$ cat config.mk
export PLATFORM = sky130hd
export DESIGN_NAME = xirq_ctrl
export DESIGN_NICKNAME = d
export VERILOG_FILES = /design/src/rtl/xirq_pkg.sv /design/src/rtl/xirq_sync.sv /design/src/rtl/xirq_chan.sv /design/src/rtl/xirq_ctrl.sv
export SDC_FILE = /design/constraint.sdc
export NUM_CORES = 1
export LEC_CHECK = 0
export ABC_AREA = 1
export BUFFER_PORTS_ARGS = -buffer_cell sky130_fd_sc_hd__buf_4
export CORE_MARGIN = 3
export CORE_UTILIZATION = 42
export DETAILED_ROUTE_END_ITERATION = 6
export GPL_TIMING_DRIVEN = 0
export PLACE_DENSITY_LB_ADDON = 0.25
export SETUP_SLACK_MARGIN = 0.5
export SYNTH_ARGS = -nofsm -noshare
export SYNTH_HDL_FRONTEND = slang
export SYNTH_HIERARCHICAL = 1
export SYNTH_SLANG_ARGS = --single-unit
$ cat constraint.sdc
create_clock -name clk -period 1.05 [get_ports clk]
set_clock_uncertainty 0.15 [all_clocks]
set_input_delay 0.0525 -clock clk [delete_from_list [all_inputs] [get_ports clk]]
set_output_delay 0.0525 -clock clk [all_outputs]
set_load 0.01 [all_outputs]
$ cat src/rtl/xirq_pkg.sv
`timescale 1ns/1ps
package xirq_pkg;
  // Field offsets inside one channel's nibble.
  localparam int F_TYPE = 0;
  localparam int F_FLAG = 1;
  localparam int F_EN   = 2;
  localparam int F_PRIO = 3;
  localparam int FIELDS = 4;

  // Pending-flag next state. In level mode the stored bit is kept clear.
  // In edge mode the priority is: hardware set, then acknowledge, then software write.
  function automatic logic next_flag(input logic edge_mode, input logic fall,
                                     input logic ack, input logic sw_wr,
                                     input logic sw_val, input logic cur);
    if (!edge_mode)  return 1'b0;
    else if (fall)   return 1'b1;
    else if (ack)    return 1'b0;
    else if (sw_wr)  return sw_val;
    else             return cur;
  endfunction
endpackage

$ cat src/rtl/xirq_sync.sv
`timescale 1ns/1ps
module xirq_sync #(
  parameter int   STAGES  = 2,
  parameter logic RST_VAL = 1'b1
) (
  input  logic clk,
  input  logic rst_n,
  input  logic d,
  output logic q
);
  logic [STAGES-1:0] sh_q;

  always_ff @(posedge clk or negedge rst_n) begin
    if (!rst_n) sh_q <= {STAGES{RST_VAL}};
    else        sh_q <= {sh_q[STAGES-2:0], d};
  end

  assign q = sh_q[STAGES-1];
endmodule

$ cat src/rtl/xirq_chan.sv
`timescale 1ns/1ps
module xirq_chan
  import xirq_pkg::*;
#(
  parameter int SYNC_STAGES = 2
) (
  input  logic              clk,
  input  logic              rst_n,
  input  logic              pin_n,
  input  logic [FIELDS-1:0] wmask,
  input  logic [FIELDS-1:0] wval,
  input  logic              ack,
  output logic [FIELDS-1:0] fields,
  output logic              req,
  output logic              hi,
  output logic              fall_evt,
  output logic              pin_low
);
  logic pin_s, prev_q;
  logic prio_q, en_q, type_q, flag_q;
  logic flag_view;

  xirq_sync #(.STAGES(SYNC_STAGES), .RST_VAL(1'b1)) sync_i (
    .clk(clk), .rst_n(rst_n), .d(pin_n), .q(pin_s)
  );

  assign pin_low  = ~pin_s;
  assign fall_evt = prev_q & ~pin_s;

  always_ff @(posedge clk or negedge rst_n) begin
    if (!rst_n) begin
      prio_q <= 1'b0;
      en_q   <= 1'b0;
      type_q <= 1'b0;
      flag_q <= 1'b0;
      prev_q <= 1'b1;
    end else begin
      if (wmask[F_PRIO]) prio_q <= wval[F_PRIO];
      if (wmask[F_EN])   en_q   <= wval[F_EN];
      if (wmask[F_TYPE]) type_q <= wval[F_TYPE];
      flag_q <= next_flag(type_q, fall_evt, ack, wmask[F_FLAG], wval[F_FLAG], flag_q);
      prev_q <= pin_s;
    end
  end

  assign flag_view = type_q ? flag_q : ~pin_s;

  always_comb begin
    fields         = '0;
    fields[F_TYPE] = type_q;
    fields[F_FLAG] = flag_view;
    fields[F_EN]   = en_q;
    fields[F_PRIO] = prio_q;
  end

  assign req = en_q & flag_view;
  assign hi  = req & prio_q;
endmodule

$ cat src/rtl/xirq_ctrl.sv
`timescale 1ns/1ps
module xirq_ctrl
  import xirq_pkg::*;
#(
  parameter int N_CH        = 2,
  parameter int SYNC_STAGES = 2,
  localparam int REG_W      = N_CH * FIELDS,
  localparam int SEL_W      = $clog2(REG_W)
) (
  input  logic             clk,
  input  logic             rst_n,
  input  logic [N_CH-1:0]  xint_n,
  input  logic             reg_wr_en,
  input  logic [REG_W-1:0] reg_wdata,
  input  logic             bit_wr_en,
  input  logic [SEL_W-1:0] bit_sel,
  input  logic             bit_val,
  output logic [REG_W-1:0] reg_rdata,
  input  logic [N_CH-1:0]  svc_ack,
  output logic [N_CH-1:0]  irq_req,
  output logic [N_CH-1:0]  irq_hi
);
  logic [REG_W-1:0] wmask, wval;
  logic [N_CH-1:0]  fall_evt, pin_low;

  // A full write takes precedence over a single-bit write in the same cycle.
  always_comb begin
    wmask = '0;
    wval  = reg_wdata;
    if (reg_wr_en) begin
      wmask = '1;
    end else if (bit_wr_en) begin
      wmask[bit_sel] = 1'b1;
      wval = {REG_W{bit_val}};
    end
  end

  for (genvar c = 0; c < N_CH; c++) begin : g_ch
    xirq_chan #(.SYNC_STAGES(SYNC_STAGES)) chan_i (
      .clk      (clk),
      .rst_n    (rst_n),
      .pin_n    (xint_n[c]),
      .wmask    (wmask[c*FIELDS +: FIELDS]),
      .wval     (wval[c*FIELDS +: FIELDS]),
      .ack      (svc_ack[c]),
      .fields   (reg_rdata[c*FIELDS +: FIELDS]),
      .req      (irq_req[c]),
      .hi       (irq_hi[c]),
      .fall_evt (fall_evt[c]),
      .pin_low  (pin_low[c])
    );
  end
endmodule

Yosys cells after proc, flatten, opt, wreduce, memory -nomap -nowiden
Index checks and enable logic that the tools add are counted.
{"block": "classes", "add_sub_neg": 0, "n_mul": 0, "div": 0, "magnitude_cmp": 2, "n_eq_ne": 2, "shift": 0, "n_mux": 16, "bitwise": 8, "n_reduce_logical": 1}
{"operator": "2-to-1 mux 8 bit", "n": 4}
{"operator": "2-to-1 mux 1 bit", "n": 11}
{"operator": "!= test 4 x 3 -> 1 bit (second input constant)", "n": 2}
{"operator": "AND 1 bit", "n": 6}
{"operator": "< comparator 3 x 4 -> 1 bit (second input constant)", "n": 1}
{"operator": "demux 1 bit (select 3 bit)", "n": 1}
{"operator": "greater-or-equal comparator 3 x 1 -> 1 bit (second input constant)", "n": 1}
{"operator": "inverter 1 bit", "n": 2}
{"operator": "logical AND 1 bit", "n": 1}
{"block": "word_totals", "register_bits": 14, "latch_bits": 0, "ram_bits": 0, "rom_bits": 0, "input_bits": 20, "output_inout_bits": 12, "word_cells": 41, "memories": 0}

Longest topological paths before layout
Gate-level depths: netlist (run 1).
{"block": "logic_depth", "ltp_word": 10, "ltp_mapped": 8}

By module
Netlist (run 1), hierarchy kept.
{"module": "xirq_chan", "n_inst": 2, "cells_each": 34, "area_per_inst_um2": 279.0}
{"module": "xirq_ctrl", "n_inst": 1, "cells_each": 45, "area_per_inst_um2": 178.9}
{"module": "xirq_sync", "n_inst": 2, "cells_each": 2, "area_per_inst_um2": 52.6}

Worst setup path before layout (run 1)
OpenSTA, ideal clock, no wires.
{"block": "synth_path", "path_kind": "register to output", "from": "register g_ch[0].chan_i.sync_i.sh_q[1]", "to": "output port reg_rdata[1]", "t_arrival_ps": 829, "slack_ps": 18, "path_stages_with_launch": 5, "n_path_buf": 1, "path_cell_list": "dfstp_2 nand2_1 o21ai_2 inv_1 buf_4"}
{"block": "synth_via", "elab_chain_cells": 2}
{"item": "start: declaration", "line": "xirq_sync.sv:11", "text": "logic [STAGES-1:0] sh_q;"}
{"item": "start signal: assignment", "line": "xirq_sync.sv:14", "text": "if (!rst_n) sh_q <= {STAGES{RST_VAL}};"}
{"item": "start signal: assignment", "line": "xirq_sync.sv:15", "text": "else sh_q <= {sh_q[STAGES-2:0], d};"}
{"item": "inverter 1 bit"}
{"item": "2-to-1 mux 1 bit", "line": "xirq_chan.sv:46", "text": "assign flag_view = type_q ? flag_q : ~pin_s;"}
{"item": "end: declaration", "line": "xirq_ctrl.sv:18", "text": "output logic [REG_W-1:0] reg_rdata,"}
Every way passes these cells.

Final worst setup path (run 1)
Same ends and word-level chain as after synthesis.

==> impl_metrics.json, run 1 <==
{
  "run_status": "complete, but fails checks",
  "violations": "hold timing, setup timing",
  "preCtsSetupSlack_ns": -0.132,
  "final_period_minus_worst_setup_slack_ns": 1.43,
  "fp.dieH_um": 50.6,
  "final_layout_size_suffix_gt1_frac": 0.535,
  "critical_path.reg2reg.endpoint": "g_ch[0].chan_i/flag_q",
  "ctsLongestPathBuffers": 2,
  "critPathMaxFanout": 3,
  "synth_nets": 135,
  "ant_nets": 0,
  "multi_input_area_um2": 355,
  "synth.yosys.warnings": 6,
  "rsz_0062_raised_after_global_routing": "true",
  "clock.fmax_ghz": 0.700,
  "clock_tree.htree_level_count": 1,
  "rows": 15,
  "cts_buffers": 3,
  "cp.required_ns": 0.85,
  "firstDrtPassIters": 4,
  "design.die.area_um2": 2560,
  "worst_skew_pair.late_latency_ns": 0.27,
  "worstSetupPathType": "reg -> out",
  "synthCells": 115,
  "post_synth_instance_area_um2": 835,
  "antenna_violations_before_repair": 0,
  "regArea_um2": 358,
  "worst-slew-pin-transition_ns": 0.236,
  "clock-sinks": 14,
  "max-vdd-ir-drop_uv": 746,
  "grt_first_pass_wirelength_mm": 3.22,
  "min_period_over_period": 1.36,
  "floorplan.io_pins": 32,
  "syn_area_per_cell_um2": 7.26,
  "cp-end-kind": "output port",
  "worst_ep_arrival_time_ns": 1.23,
  "finalNetCount": 181,
  "finalWeightedCongestion": 0.778,
  "total_leakage_power_nw": 0.730,
  "dpl-instance-area_um2": 1130,
  "fillers": 161,
  "detailroute.via_count": 804,
  "hold-worst-slack_ns": -0.539,
  "insertedDiodeCount": 0,
  "slew_violations": 0,
  "r2r_slack_ns": -0.08,
  "timing.final.setup_violations": 14,
  "dieWidth_um": 50.6,
  "drt_wl_total_mm": 1.80,
  "relSlewSlack": 0.841,
  "power_per_cell_area_nw_per_um2": 1130,
  "critical_path.startpoint_type": "register",
  "root_buffer": "clkbuf_4",
  "drt_iter0_markers": 8,
  "final_design_area_no_fill_um2": 1300,
  "track_usage": 0.164,
  "initial_core_util": 0.463,
  "place.port_buffers": 31,
  "routed_vias_inst": 4.37,
  "maxCapViolations": 0,
  "grt_max_degree": 15,
  "worstHoldPathType": "in -> async",
  "first_global_vias": 795,
  "hpwlAfterDp_mm": 1.34,
  "ff2ff_path_depth": 5,
  "grt_remaining_overflow": 0,
  "area_delta_synth_final_pct": 55.3,
  "tritoncts": "built",
  "clk_pin_slew_worst_paths_ns": 0.08,
  "coreArea_um2": 1800,
  "detail_route.drc_violations": 0,
  "detail_route.wl_per_cell_um": 9.79,
  "timing_hold_violations_final": 24,
  "rr_startpoint": "g_ch[0].chan_i/sync_i/sh_q[1]",
  "final_critical_path_setup_slack_ns": -0.379
}
[registers in the layout, summed over array words and instances, names as in the netlist]
register                 cells
g_ch.chan_i/en_q             2
g_ch.chan_i/prio_q           2
g_ch.chan_i/flag_q           2
g_ch.chan_i/type_q           2
g_ch.chan_i/sync_i/sh_q      4
g_ch.chan_i/prev_q           2
[cells in the final DEF, fill, tap and decap left out, types with 5 or more instances in the layout]
master	count
nand2_2	6
nand2_1	40
buf_4	30
inv_2	9
o21ai_1	5
inv_1	15
buf_6	19
dfrtp_1	8
nor2_1	5
dfstp_2	6
[per-layer routing]
metal | wire [µm] | share of wire | GRT usage
met5 | 0 | 0 | 0
met4 | 21 | 0.012 | 0.0493
met3 | 97 | 0.054 | 0.0534
met2 | 926 | 0.51 | 0.267
met1 | 756 | 0.42 | 0.205
[final cells by class]
class                      count  share of cell area
multi-input combinational     69               0.274
sequential                    14               0.276
buffer                         8              0.0666
inverter                      24              0.0695
tap                           25              0.0241
timing repair buffer          41               0.272
clock buffer                   3              0.0174
[metrics by stage]
step           power (mW)  TNS [ns]  hold WS, ns  utilization  instances
2_1_floorplan       0.894         0       -0.393            -        115
3_3_place_gp         1.07    -0.434       -0.244        0.626        171
3_5_place_dp         1.08    -0.559       -0.240        0.626        171
4_1_cts              1.45     -2.62       -0.542        0.696        181
5_1_grt              1.57     -3.30       -0.546        0.719        184
6_report             1.46     -2.62       -0.539        0.719        184
[how the worst max path moves through the flow]
stage / to / depth (start not counted) / start
6_report: reg_rdata[1] / 5 / g_ch[0].chan_i/sync_i/sh_q[1]
5_1_grt: reg_rdata[1] / 5 / g_ch[0].chan_i/sync_i/sh_q[1]
4_1_cts: reg_rdata[1] / 5 / g_ch[0].chan_i/sync_i/sh_q[1]
3_5_place_dp: reg_rdata[5] / 5 / g_ch[1].chan_i/sync_i/sh_q[1]
3_3_place_gp: reg_rdata[5] / 5 / g_ch[1].chan_i/sync_i/sh_q[1]
2_1_floorplan: reg_rdata[1] / 4 / g_ch[0].chan_i/sync_i/sh_q[1]
[what timing repair did]
item,in CTS,in global routing
cloned,0,0
setup buffers,7,3
setup endpoints to repair,24,24
hold endpoints to repair,24,24
gates resized for setup,17,6
pin swaps,6,2
[power by group]
part | switching [mW] | internal (mW)
clock network | 0.155 | 0.133
logic | 0.236 | 0.313
registers | 0.0333 | 0.594
[worst max-delay path, cell delays in order, from the launching register on]
cell and delay (ns):
dfstp_2 0.55, nand2_2 0.07, o21ai_4 0.08, inv_2 0.05
buf_6 0.11, buf_6 0.11
No activity file was read; power rests on OpenSTA's default activity.
==> run 2: changes to the inputs <==
Settings changed: CORE_UTILIZATION 42 to 45.
Clock period 1.05 ns to 1.4 ns, I/O delays scaled along.
==> run 2 against run 1 <==
Net effect:
- the run still ends with hold timing, setup timing left
- first-iteration DRC count is 38% higher
- worst setup slack gained 0.29 ns
- die area decreased by 5.9%
- global-route usage grew 1.4 points
- via count shrank 0.25%
- non-clock buffer count stayed put
- critical path depth unchanged
- count of clock-buffer cells in the layout up 1
- largest power group unchanged
==> impl_metrics.json, run 2 (same netlist as run 1, synthesis figures left out) <==
{
  "max-vdd-ir-drop_uv": 572,
  "min_period_over_period": 1.06,
  "final_design_area_no_fill_um2": 1300,
  "first_global_vias": 789,
  "fp.dieH_um": 49.1,
  "power_per_cell_area_nw_per_um2": 905,
  "cts_buffers": 3,
  "crit_path_start": "g_ch[0].chan_i/sync_i/sh_q[1]",
  "cp.required_ns": 1.18,
  "detail_route.wl_per_cell_um": 10.3,
  "pwr-share-seq": 0.396,
  "tritoncts": "built",
  "clock-sinks": 14,
  "largest_reg_flops": 4,
  "worstSetupPathType": "reg -> out",
  "share_clk_of_total_power": 0.249,
  "timing.final.setup_violations": 6,
  "ctsLongestPathBuffers": 2,
  "critical_path.startpoint_type": "register",
  "coreArea_um2": 1630,
  "floorplan.io_pins": 32,
  "cts_hold_repair.buffers": 3,
  "clk_pin_slew_worst_paths_ns": 0.09,
  "final_critical_path_setup_slack_ns": -0.0904,
  "total_leakage_power_nw": 0.731,
  "clock.fmax_ghz": 0.671,
  "regArea_um2": 358,
  "critPathMaxFanout": 3,
  "final_period_minus_worst_setup_slack_ns": 1.49,
  "max_flop_register": "g_ch.chan_i/sync_i/sh_q",
  "hpwlAfterDp_mm": 1.39,
  "worst_ep_arrival_time_ns": 1.27,
  "combinational_share_of_power": 0.355,
  "p_int_mw": 0.842,
  "track_usage": 0.178,
  "commonest_cells_after_routing_fill_and_taps_aside": "nand2_1 (41), buf_4 (28), inv_1 (18), buf_6 (18), dfrtp_1 (8)",
  "power.total_mw": 1.18,
  "rr_startpoint": "g_ch[0].chan_i/sync_i/sh_q[1]",
  "routed_vias_inst": 4.36,
  "final_common_cell": "nand2_1",
  "drt_iter0_markers": 11,
  "fillers": 121,
  "power.switching_fraction": 0.287,
  "timing_hold_violations_final": 8,
  "drt_wl_total_mm": 1.89,
  "antenna_violations_before_repair": 0,
  "ant_nets": 0,
  "worst_skew_pair.late_latency_ns": 0.28,
  "slew_violations": 0,
  "hold_path.startpoint": "svc_ack[0]",
  "dpl-instance-area_um2": 1100,
  "firstDrtPassIters": 4,
  "clock_tree.htree_level_count": 1,
  "detail_route.drc_violations": 0,
  "initial_core_util": 0.512,
  "cp-end-kind": "output port",
  "place.port_buffers": 31,
  "area_delta_synth_final_pct": 56.2,
  "finalWeightedCongestion": 0.786,
  "maxCapViolations": 0,
  "finalCoreUtilization": 0.800,
  "insertedDiodeCount": 0,
  "worstHoldPathType": "in -> reg",
  "dieWidth_um": 49.1,
  "worst-slew-pin-transition_ns": 0.266,
  "grt_max_degree": 15,
  "design.die.area_um2": 2410,
  "hold-worst-slack_ns": -0.112,
  "run_status": "complete, but fails checks",
  "root_buffer": "clkbuf_4",
  "detailroute.via_count": 802,
  "p_switching_mw": 0.338,
  "finalNetCount": 181,
  "grt_first_pass_wirelength_mm": 3.27,
  "grt_remaining_overflow": 0,
  "rsz_0062_raised_after_global_routing": "true",
  "violations": "hold timing, setup timing",
  "multi_input_area_um2": 347,
  "relSlewSlack": 0.823,
  "rows": 14,
  "final_layout_size_suffix_gt1_frac": 0.494
}
## run 2: cell types whose count changed in the layout (fill, tap and decap cells not counted), moves of 2 or more
cell	previous run	this run
buf_4	30	28
dlygate4sd3_1	0	3
inv_1	15	18
inv_2	9	6
o21ai_0	1	4
o21ai_1	5	3
## run 2: layer usage
layer	vias up	track usage	wire length, µm
met4	0	0.0569	23
met1	359	0.193	727
met5	-	0	0
met3	2	0.0550	88
li1	421	-	-
met2	20	0.324	1050
## run 2: area by class of cell
class	instances	area share
Sequential cell	14	0.274
Inverter	24	0.0691
Clock buffer	4	0.0278
Timing Repair Buffer	41	0.274
Buffer	8	0.0662
Multi-Input combinational cell	69	0.266
Tap cell	24	0.0230
## run 2: final timing paths
check,to,slack [ns],depth (start not counted)
worst max-delay path,irq_hi[0],-0.09,5
worst min-delay path,g_ch[0].chan_i/flag_q,-0.11,4
worst max register to register,g_ch[0].chan_i/flag_q,0.36,4
worst min register to register,g_ch[0].chan_i/sync_i/sh_q[1],0.21,0
max in group asynchronous,g_ch[0].chan_i/prev_q,0.84,2
min in group asynchronous,g_ch[1].chan_i/type_q,0.01,2
## run 2: worst max-delay path, stage by stage, from the launching register on
cell	delay, ns
dfstp_2	0.55
nand2_2	0.07
o21ai_4	0.09
buf_6	0.12
nor3_2	0.03
buf_4	0.14
## run 2: per-stage QoR
stage	std cells	setup WS, ns	setup TNS (ns)
floorplan	115	0.359	0
global placement	170	0.204	0
detailed placement	170	0.169	0
CTS	181	-0.0879	-0.393
global route	184	-0.158	-0.772
finish	184	-0.0904	-0.409
## run 2: power groups by stage
stage	registers [mW]	logic (mW)	clock network [mW]
CTS	0.466	0.385	0.304
finish	0.467	0.418	0.294
global route	0.473	0.458	0.328
global placement	0.470	0.311	0
detailed placement	0.470	0.321	0
floorplan	0.467	0.186	0
## run 2: what timing repair did
action | in CTS | in global routing
pin swaps | 3 | 2
endpoints found under the hold margin | 24 | 8
gates resized for setup | 15 | 13
endpoints found under the setup margin | 14 | 17
setup buffers | 4 | 3
